<file path="config.mk">
export PLATFORM = sky130hd
export DESIGN_NAME = pixcol_readout
export DESIGN_NICKNAME = d
export VERILOG_FILES = /design/src/rtl/pixcol_pkg.sv /design/src/rtl/pixcol_cell.sv /design/src/rtl/pixcol_arb.sv /design/src/rtl/pixcol_ctrl.sv /design/src/rtl/pixcol_readout.sv
export SDC_FILE = /design/constraint.sdc
export NUM_CORES = 2
export LEC_CHECK = 0
export ABC_CLOCK_PERIOD_IN_PS = 8500
export CORE_AREA = 2 2 454 456
export CTS_CLUSTER_SIZE = 28
export DETAILED_ROUTE_END_ITERATION = 10
export DIE_AREA = 0 0 456 458
export GPL_TIMING_DRIVEN = 0
export RECOVER_POWER = 25
export SLEW_MARGIN = 20
export SYNTH_ARGS = -nofsm -noshare
export SYNTH_HDL_FRONTEND = slang
export SYNTH_SLANG_ARGS = --single-unit
</file>
<file path="constraint.sdc">
create_clock -name clk_i -period 8.5 [get_ports clk_i]
set_input_delay 1.7 -clock clk_i [delete_from_list [all_inputs] [get_ports clk_i]]
set_output_delay 1.7 -clock clk_i [all_outputs]
set_load 0.05 [all_outputs]
</file>
<file path="src/rtl/pixcol_pkg.sv">
package pixcol_pkg;
  typedef enum logic [1:0] {
    CMD_IDLE  = 2'b00,
    CMD_CLEAR = 2'b01,
    CMD_READ  = 2'b10,
    CMD_ARM   = 2'b11
  } col_cmd_e;
endpackage

</file>
<file path="src/rtl/pixcol_cell.sv">
module pixcol_cell #(
  parameter int N_THR = 7,
  parameter int AMP_W = $clog2(N_THR + 1)
) (
  input  logic             clk_i,
  input  logic             rst_ni,
  input  logic             arm_i,
  input  logic             wipe_i,
  input  logic             take_i,
  input  logic             cmp_i,
  input  logic [N_THR-1:0] thermo_i,
  input  logic             kill_i,
  output logic             pend_o,
  output logic [AMP_W-1:0] amp_o
);
  logic             hit_q;
  logic [AMP_W-1:0] amp_q;
  logic [AMP_W-1:0] amp_enc;

  // popcount: tolerant of bubbles in the thermometer code
  always_comb begin
    amp_enc = '0;
    for (int i = 0; i < N_THR; i++) amp_enc = amp_enc + AMP_W'(thermo_i[i]);
  end

  always_ff @(posedge clk_i or negedge rst_ni) begin
    if (!rst_ni) begin
      hit_q <= 1'b0;
      amp_q <= '0;
    end else if (wipe_i) begin
      hit_q <= 1'b0;
      amp_q <= '0;
    end else if (take_i) begin
      hit_q <= 1'b0;
    end else if (arm_i && cmp_i && !kill_i && !hit_q) begin
      hit_q <= 1'b1;
      amp_q <= amp_enc;
    end
  end

  assign pend_o = hit_q & ~kill_i;
  assign amp_o  = amp_q;
endmodule

</file>
<file path="src/rtl/pixcol_arb.sv">
module pixcol_arb #(
  parameter int N     = 128,
  parameter int IDX_W = (N > 1) ? $clog2(N) : 1
) (
  input  logic [N-1:0]     req_i,
  output logic             any_o,
  output logic [IDX_W-1:0] idx_o,
  output logic [N-1:0]     gnt_o
);
  // lowest index wins: nearest the top of the column
  always_comb begin
    idx_o = '0;
    for (int i = N - 1; i >= 0; i--) begin
      if (req_i[i]) idx_o = IDX_W'(i);
    end
  end

  assign any_o = |req_i;
  assign gnt_o = any_o ? (N'(1) << idx_o) : '0;
endmodule

</file>
<file path="src/rtl/pixcol_ctrl.sv">
module pixcol_ctrl
  import pixcol_pkg::*;
#(
  parameter int ROW_W = 7,
  parameter int AMP_W = 3
) (
  input  logic             clk_i,
  input  logic             rst_ni,
  input  logic [1:0]       cmd_i,
  input  logic             tok_i,
  input  logic             tok_clr_i,
  input  logic             any_i,
  input  logic [ROW_W-1:0] idx_i,
  input  logic [AMP_W-1:0] amp_i,
  output logic             arm_o,
  output logic             wipe_o,
  output logic             fire_o,
  output logic             tok_o,
  output logic             rd_valid_o,
  output logic [ROW_W-1:0] row_o,
  output logic [AMP_W-1:0] adc_o
);
  col_cmd_e   cmd;
  logic       rd_mode;

  assign cmd     = col_cmd_e'(cmd_i);
  assign arm_o   = (cmd == CMD_ARM);
  assign wipe_o  = (cmd == CMD_CLEAR);
  assign rd_mode = (cmd == CMD_READ) && tok_i && !tok_clr_i;
  assign fire_o  = rd_mode && any_i;
  assign tok_o   = rd_mode && !any_i;

  always_ff @(posedge clk_i or negedge rst_ni) begin
    if (!rst_ni) begin
      rd_valid_o <= 1'b0;
      row_o      <= '0;
      adc_o      <= '0;
    end else if (fire_o) begin
      rd_valid_o <= 1'b1;
      row_o      <= idx_i;
      adc_o      <= amp_i;
    end else begin
      rd_valid_o <= 1'b0;
      row_o      <= '0;
      adc_o      <= '0;
    end
  end
endmodule

</file>
<file path="src/rtl/pixcol_readout.sv">
module pixcol_readout #(
  parameter int N_ROWS = 128,
  parameter int N_THR  = 7,
  parameter int ROW_W  = (N_ROWS > 1) ? $clog2(N_ROWS) : 1,
  parameter int AMP_W  = $clog2(N_THR + 1)
) (
  input  logic                    clk_i,
  input  logic                    rst_ni,
  input  logic [1:0]              cmd_i,
  input  logic [N_ROWS-1:0]       hit_cmp_i,
  input  logic [N_ROWS*N_THR-1:0] thermo_i,
  input  logic [N_ROWS-1:0]       kill_i,
  input  logic                    tok_i,
  input  logic                    tok_clr_i,
  output logic                    tok_o,
  output logic                    rd_valid_o,
  output logic [ROW_W-1:0]        row_o,
  output logic [AMP_W-1:0]        adc_o,
  output logic                    fast_or_lat_o,
  output logic                    fast_or_raw_o
);
  logic [N_ROWS-1:0] pend;
  logic [N_ROWS-1:0] gnt;
  logic [AMP_W-1:0]  amp_arr [N_ROWS];
  logic              any_pend;
  logic [ROW_W-1:0]  sel_idx;
  logic              arm, wipe, fire;

  for (genvar r = 0; r < N_ROWS; r++) begin : g_cell
    pixcol_cell #(.N_THR(N_THR), .AMP_W(AMP_W)) u_cell (
      .clk_i    (clk_i),
      .rst_ni   (rst_ni),
      .arm_i    (arm),
      .wipe_i   (wipe),
      .take_i   (fire & gnt[r]),
      .cmp_i    (hit_cmp_i[r]),
      .thermo_i (thermo_i[r*N_THR +: N_THR]),
      .kill_i   (kill_i[r]),
      .pend_o   (pend[r]),
      .amp_o    (amp_arr[r])
    );
  end

  pixcol_arb #(.N(N_ROWS), .IDX_W(ROW_W)) u_arb (
    .req_i (pend),
    .any_o (any_pend),
    .idx_o (sel_idx),
    .gnt_o (gnt)
  );

  pixcol_ctrl #(.ROW_W(ROW_W), .AMP_W(AMP_W)) u_ctrl (
    .clk_i      (clk_i),
    .rst_ni     (rst_ni),
    .cmd_i      (cmd_i),
    .tok_i      (tok_i),
    .tok_clr_i  (tok_clr_i),
    .any_i      (any_pend),
    .idx_i      (sel_idx),
    .amp_i      (amp_arr[sel_idx]),
    .arm_o      (arm),
    .wipe_o     (wipe),
    .fire_o     (fire),
    .tok_o      (tok_o),
    .rd_valid_o (rd_valid_o),
    .row_o      (row_o),
    .adc_o      (adc_o)
  );

  assign fast_or_lat_o = any_pend;
  assign fast_or_raw_o = |(hit_cmp_i & ~kill_i);
endmodule

</file>
* Yosys cells after proc, flatten, opt, wreduce, memory -nomap -nowiden
Index checks and enable logic that the tools add are counted.
** Operators by class
- Add/subtract/negate cells :: 768
- $lt $le $gt $ge :: 1
- Eq/ne operators :: 131
- Shifts and indexed selects :: 1
- Mux-type cells :: 903
- Bitwise gates (word level) :: 387
- Reductions and logical operators :: 1032
** Operator list (count)
- adder 3 x 1 -> 3 bit :: 640
- 2-to-1 mux 3 bit :: 387
- 2-to-1 mux 7 bit :: 129
- logical AND 1 bit :: 388
- 2-to-1 mux 1 bit :: 385
- nonzero test 3 bit :: 128
- zero test 1 bit :: 258
- adder 1 x 1 -> 2 bit :: 128
- bitwise AND 1 bit :: 256
- AND reduction 2 bit :: 128
- nonzero test 2 bit :: 128
- OR reduction 128 bit :: 2
- != test 2 bit, second input constant :: 127
- bitwise AND 128 bit :: 1
- 2-to-1 mux 128 bit :: 1
- NOT 1 bit :: 128
- NOT 128 bit :: 1
- left shift 1 x 7 -> 128 bit, first input constant :: 1
- binary-select mux 3 bit (select 7 bit) :: 1
- greater-or-equal comparator 8 bit, second input constant :: 1
- NOT 7 -> 8 bit :: 1
- == test 2 bit, second input constant :: 2
- == test 2 x 1 -> 1 bit, second input constant :: 1
- != test 2 x 1 -> 1 bit, second input constant :: 1
** Storage, ports and cells
- Register bits :: 523
- Input port bits :: 1158
- Output and inout port bits :: 14

* Longest topological paths before layout
- Word-level depth :: 135
- Mapped depth :: 17
- Gate-level depth less buffers :: 13

* Cells and area by module
From an unflattened synthesis, not the netlist that was laid out.
** Unflattened totals
- Cell total of the unflattened synthesis :: 4761
- Area, all modules :: 48520.3 um2
** By module, submodules not included
- pixcol_cell :: times used 128, cells each 29, area an instance 312.8 um2
- pixcol_readout :: times used 1, cells each 500, area an instance 4908.5 um2
- pixcol_arb :: times used 1, cells each 519, area an instance 3149.3 um2
- pixcol_ctrl :: times used 1, cells each 30, area an instance 424.2 um2

* Least setup slack after synthesis
OpenSTA, ideal clock, no wires.
- Path type :: input-to-output
- Start point :: input kill_i[17]
- End point :: output tok_o
- Arrival :: 3369 ps
- Required time :: 6800 ps
- Path slack :: 3431 ps
- Stages :: 7
- Path buffers :: 0
- Path through :: nand2b_1 -> nand2_1 -> nor4_1 -> nand3_1 -> or2_2 -> nor2_1 -> and3_1
** Between the ends
- Longest elaborated chain between the ends :: 5
** Ends and longest elaborated chain
- start: declaration :: RTL line pixcol_readout.sv:12 : input logic [N_ROWS-1:0] kill_i,
- NOT 1 bit :: RTL line pixcol_cell.sv:41 : assign pend_o = hit_q & ~kill_i;
- bitwise AND 1 bit :: RTL line pixcol_cell.sv:41
- OR reduction 128 bit :: RTL line pixcol_arb.sv:18 : assign any_o = |req_i;
- zero test 1 bit :: RTL line pixcol_ctrl.sv:31 : assign tok_o = rd_mode && !any_i;
- logical AND 1 bit :: RTL line pixcol_ctrl.sv:31
- end: declaration :: RTL line pixcol_readout.sv:15 : output logic tok_o,
Every way passes these cells.

* Worst setup path in the final report
- Start point :: input kill_i[105]
- End point :: register u_ctrl.adc_o[2]
** Between the ends
- Longest elaborated chain between the ends :: 113
** Ends and longest elaborated chain
- NOT 1 bit (*) :: RTL line pixcol_cell.sv:41
- bitwise AND 1 bit (*) :: RTL line pixcol_cell.sv:41
- 2-to-1 mux 7 bit (106 in a row) :: RTL line pixcol_arb.sv:14 : if (req_i[i]) idx_o = IDX_W'(i);
- NOT 7 -> 8 bit (not written as such) :: RTL line pixcol_readout.sv:59 : .amp_i (amp_arr[sel_idx]),
- binary-select mux 3 bit (select 7 bit) :: RTL line pixcol_readout.sv:59
- 2-to-1 mux 3 bit (not written as such) (2 in a row) :: RTL line pixcol_readout.sv:59
- 2-to-1 mux 3 bit (*) :: RTL line pixcol_ctrl.sv:38 : end else if (fire_o) begin
- end signal: assignment :: RTL line pixcol_ctrl.sv:41 : adc_o <= amp_i;
- end: declaration :: RTL line pixcol_ctrl.sv:21 : output logic [AMP_W-1:0] adc_o
Mark *: on every way between the ends. The rest lies on a longest branch, timed or not. The select of a mux whose other input is x is not followed.
A chain may end at the register's enable or synchronous reset.

==> flow_summary.rst <==
.. list-table::
   :header-rows: 1

   * - Metric
     - Value
   * - Run status
     - finished with violations
   * - Violated checks
     - max-capacitance violations, max-slew violations, negative setup slack
   * - Mapped Cells
     - slightly above 5,000
   * - Count of non-filler cells in the finished layout
     - roughly 9,000
   * - Final clock skew
     - around 0.036 ns
   * - Largest net degree at the start of global routing
     - 96
   * - Aggregate routed wire length
     - about 320 mm
   * - EDFF count, synth
     - 0
   * - Area after detailed placement
     - about 62,000 um^2
   * - Starting utilization of the core area
     - 0.2262
   * - Total power consumption of the routed design
     - between 0.01 and 0.015 W
   * - First-pass GRT wire length
     - around 420 mm
   * - Final setup violation count
     - 16
   * - Clock latency at the later pin of the worst-skew pair
     - approximately 0.67 ns
   * - Number of global-route vias before repair
     - ~47,000
   * - Cell chosen for the clock root
     - sky130_fd_sc_hd__clkbuf_16
   * - Yosys warns
     - 0
   * - CP Data Required Time
     - 9.07 ns
   * - Final Hold Vio Count
     - 0
   * - Mean Syn Cell Area
     - a little over 9 um^2
   * - Buffers added on ports
     - around 1,200
   * - Largest area contributor in the synthesized netlist
     - sky130_fd_sc_hd__dfrtp_1
   * - Max clock buf depth
     - 3
   * - Shortest clock period the worst path allows after layout
     - between 8 and 9 ns
   * - Cell with the most instances after synthesis
     - sky130_fd_sc_hd__inv_1
   * - Flip-flop cell with the highest count after synthesis
     - sky130_fd_sc_hd__dfrtp_1
   * - Hold Startpoint
     - g_cell[75].u_cell.amp_o[1]
   * - Overall global routing resource usage
     - 0.2987
   * - Critical path's slowest cell
     - sky130_fd_sc_hd__nor2_2
   * - Total power divided by cell area
     - just under 200 nW/um^2
   * - Final core utilization
     - 0.3152
   * - Core outline area
     - ~200,000 um^2
   * - Average routed wire per standard cell
     - around 35 um
   * - Overall die width
     - about 460 um
   * - Peak Freq
     - between 100 and 150 MHz
   * - CP Launch Type
     - input pin
   * - Setup Crit Path Kind
     - input pin to flop
   * - Layout cell share with drive strength beyond 1
     - 0.05147
   * - Number of H-tree levels
     - 3
   * - Die height
     - about 460 um
   * - Maximum fanout along the worst path
     - 10
   * - Top Ports
     - about 1,200
   * - Asr flop ratio synth
     - 1.000
   * - Gr ovfl total
     - 0
   * - Synthesized cell area
     - around 46,000 um^2
   * - Normalized max-slew margin
     - -1.988
   * - Detailed-routing wirelength on met1
     - approximately 120 mm
   * - Number of slew-limit violations in the final report
     - 346
   * - Family with the most delay on the worst path
     - compound AO/OA/AOI/OAI gates
   * - Antenna violations before repair
     - between 80 and 90
   * - Commonest cells in the netlist
     - sky130_fd_sc_hd__inv_1, sky130_fd_sc_hd__nor2_1, sky130_fd_sc_hd__dfrtp_1, sky130_fd_sc_hd__fa_1, sky130_fd_sc_hd__ha_1
   * - # rows
     - between 150 and 200
   * - Delay of the slowest critical-path stage
     - about 0.86 ns
   * - Setup repair after global routing missed its margin
     - false
   * - Area of the die
     - ~210,000 um^2
   * - Detailed placer's ending HPWL
     - 277.0 mm
   * - Slew of the pin with the lowest slew margin
     - ~4.5 ns
   * - Total clock sinks
     - 523
   * - Number of clock buffers inserted by TritonCTS
     - between 60 and 70
   * - Standby leakage power
     - between 20 and 30 nW
   * - Number of routed nets with antenna violations
     - 0
   * - DR pass1 iterations
     - 6
   * - Total via count in the routed design
     - between 40,000 and 50,000
   * - Final RePlAce weighted congestion
     - 1.059
   * - Setup slack at placement
     - -0.6378 ns
   * - Class of the most critical hold timing path
     - flop to flop
   * - Area contributors post-synth
     - sky130_fd_sc_hd__dfrtp_1, sky130_fd_sc_hd__fa_1, sky130_fd_sc_hd__ha_1
   * - Worst vdd rail ir drop
     - approximately 130 uV
   * - Wire length on met3
     - around 28 mm
   * - Distinct cell type count of the synthesized netlist
     - 86
   * - Non-Filler Cell Area, Final
     - 64,230 um^2
   * - Fraction of post-synthesis cell area in the top cell type by area
     - 0.2840
   * - Bufs and invs on worst path
     - 4
   * - Number of remaining DRC errors
     - 0
   * - Final worst path period share
     - 1.027
   * - CP Capture Type
     - flop
   * - Clock tree from TritonCTS
     - yes
   * - Total met2 wirelength after detailed routing
     - ~150 mm
   * - Layout overhead on the synthesized area
     - 39.36%
   * - Uppermost layer routed
     - met5
   * - Critical path arrival
     - 9.30 ns
   * - Per-cell via count in the routed design
     - 5.031
   * - Top cell by count, worst path
     - sky130_fd_sc_hd__o211ai_1
   * - Post-Synthesis Net Count
     - roughly 7,000
   * - Startpoint of the lowest-slack register-to-register path
     - g_cell[105].u_cell.hit_q
   * - Post-Place Cells
     - roughly 9,000
   * - Synthesis-stage register bit count
     - between 500 and 600
   * - Worst setup path startpoint
     - kill_i[105]
   * - Number of max-capacitance violations reported
     - 5
   * - Reg clk slew, reported paths
     - roughly 0.07 ns
   * - Count of routing violations after the opening detailed-route iteration
     - 4,752
   * - Worst-case setup margin in the final layout
     - -0.2271 ns
   * - Worst-path cell chain
     - clkdlybuf4s50_1 -> nor2b_1 -> a21oi_1 -> o21ai_0 -> o221ai_1 -> o21ai_1 -> a21boi_2 -> nor2_2 -> buf_4 -> buf_4 -> buf_2 -> nand2_1 -> nand3_1 -> o211ai_1 -> o211ai_1 -> o211ai_1 -> o31ai_1
   * - Count of nets after finishing
     - 8,269
   * - Share of the yosys chip area belonging to registers
     - 0.2840
## final timing paths
path / to / slack (ns) / depth (start not counted)
max in group asynchronous: g_cell[116].u_cell.hit_q / 0.95 / 2
worst max-delay path: u_ctrl.adc_o[2] / -0.23 / 17
worst max register to register: u_ctrl.adc_o[2] / 0.83 / 16
worst min-delay path: g_cell[75].u_cell.amp_o[1] / 0.52 / 2
worst min register to register: g_cell[75].u_cell.amp_o[1] / 0.52 / 2
min in group asynchronous: g_cell[21].u_cell.hit_q / 1.97 / 1
## final cells by class
class	count	area [um^2]
timing repair buffer	1204	12060
clock inverter	24	321.6
sequential	523	13090
clock buffer	93	1956
fill	21440	139500
tap	2688	3363
inverter	1050	3941
buffer	158	715.7
antenna	35	87.58
multi-input combinational	3340	28700
## through the flow
step                      hold slack [ns]  TNS (ns)
after global routing               0.5384         0
after global placement             0.4950         -
after floorplan                    0.4779         0
after CTS                          0.5221         0
final                              0.5193    -2.213
after detailed placement           0.5090    -6.667
## what timing repair did
action	CTS	global route
gates resized for setup	0	1
buffers inserted	0	0
hold buffers	0	0
endpoints found under the setup margin	0	1
## tightest hold or removal path, delay by kind of cell, from the launching register on
kind | cells | cell delay (ns)
multiplexers | 1 | 0.07
AND/OR/NAND/NOR | 1 | 0.07
flip-flops | 1 | 0.34
## per-layer routing
metal  vias to the layer above  GRT usage
li1                      19150          -
met2                      2881     0.4927
met5                         -          0
met4                        44     0.2047
met1                     22950     0.3413
met3                       830    0.07303
## layout by cell type, fill, tap and decap left out, types with 30 or more instances in the layout
cell | Yosys | layout
sky130_fd_sc_hd__nor2_1 | 608 | 591
sky130_fd_sc_hd__o21ai_0 | 163 | 162
sky130_fd_sc_hd__nand2b_1 | 181 | 181
sky130_fd_sc_hd__a21oi_1 | 163 | 162
sky130_fd_sc_hd__mux2i_1 | 283 | 283
sky130_fd_sc_hd__nor2b_1 | 109 | 109
sky130_fd_sc_hd__buf_2 | 29 | 34
sky130_fd_sc_hd__nor3_2 | 0 | 46
sky130_fd_sc_hd__nor3_1 | 138 | 92
sky130_fd_sc_hd__nand4_1 | 44 | 44
sky130_fd_sc_hd__ha_1 | 384 | 384
sky130_fd_sc_hd__nand3_1 | 55 | 55
sky130_fd_sc_hd__nor4_1 | 46 | 46
sky130_fd_sc_hd__dfrtp_1 | 523 | 523
sky130_fd_sc_hd__clkdlybuf4s50_1 | 0 | 1170
sky130_fd_sc_hd__inv_1 | 1050 | 1050
sky130_fd_sc_hd__nand2_1 | 149 | 149
sky130_fd_sc_hd__a211oi_1 | 149 | 148
sky130_fd_sc_hd__xnor2_1 | 128 | 127
sky130_fd_sc_hd__o211ai_1 | 35 | 35
sky130_fd_sc_hd__diode_2 | 0 | 35
sky130_fd_sc_hd__o221ai_1 | 30 | 30
sky130_fd_sc_hd__fa_1 | 384 | 384
sky130_fd_sc_hd__clkbuf_1 | 107 | 98
sky130_fd_sc_hd__clkbuf_16 | 0 | 68
## flip-flops by register name, summed over array words and instances, names as in the netlist
name                 count
u_ctrl.adc_o             3
g_cell.u_cell.amp_o    384
g_cell.u_cell.hit_q    128
u_ctrl.row_o             7
u_ctrl.rd_valid_o        1
## logic make-up (layout without fill, tap and decap cells)
group,Yosys count,count (layout),share of synthesized area
buffers and inverters,1208,2529,0.1003
muxes,307,307,0.06757
xor gates and xnor gates,128,128,0.02432
adders and majority gates,768,768,0.2710
and+or+nand+nor,1404,1404,0.1458
DFF,523,523,0.2840
AOI/OAI and AO/OA,733,733,0.1070
other,0,35,0
## where the power goes
group / switching, W / total (W) / internal [W]
clock: 0.00129 / 0.00308 / 0.00179
combinational: 0.00443 / 0.00665 / 0.00223
sequential: 0.000248 / 0.00298 / 0.00273
(Power assumes the default switching activity.)
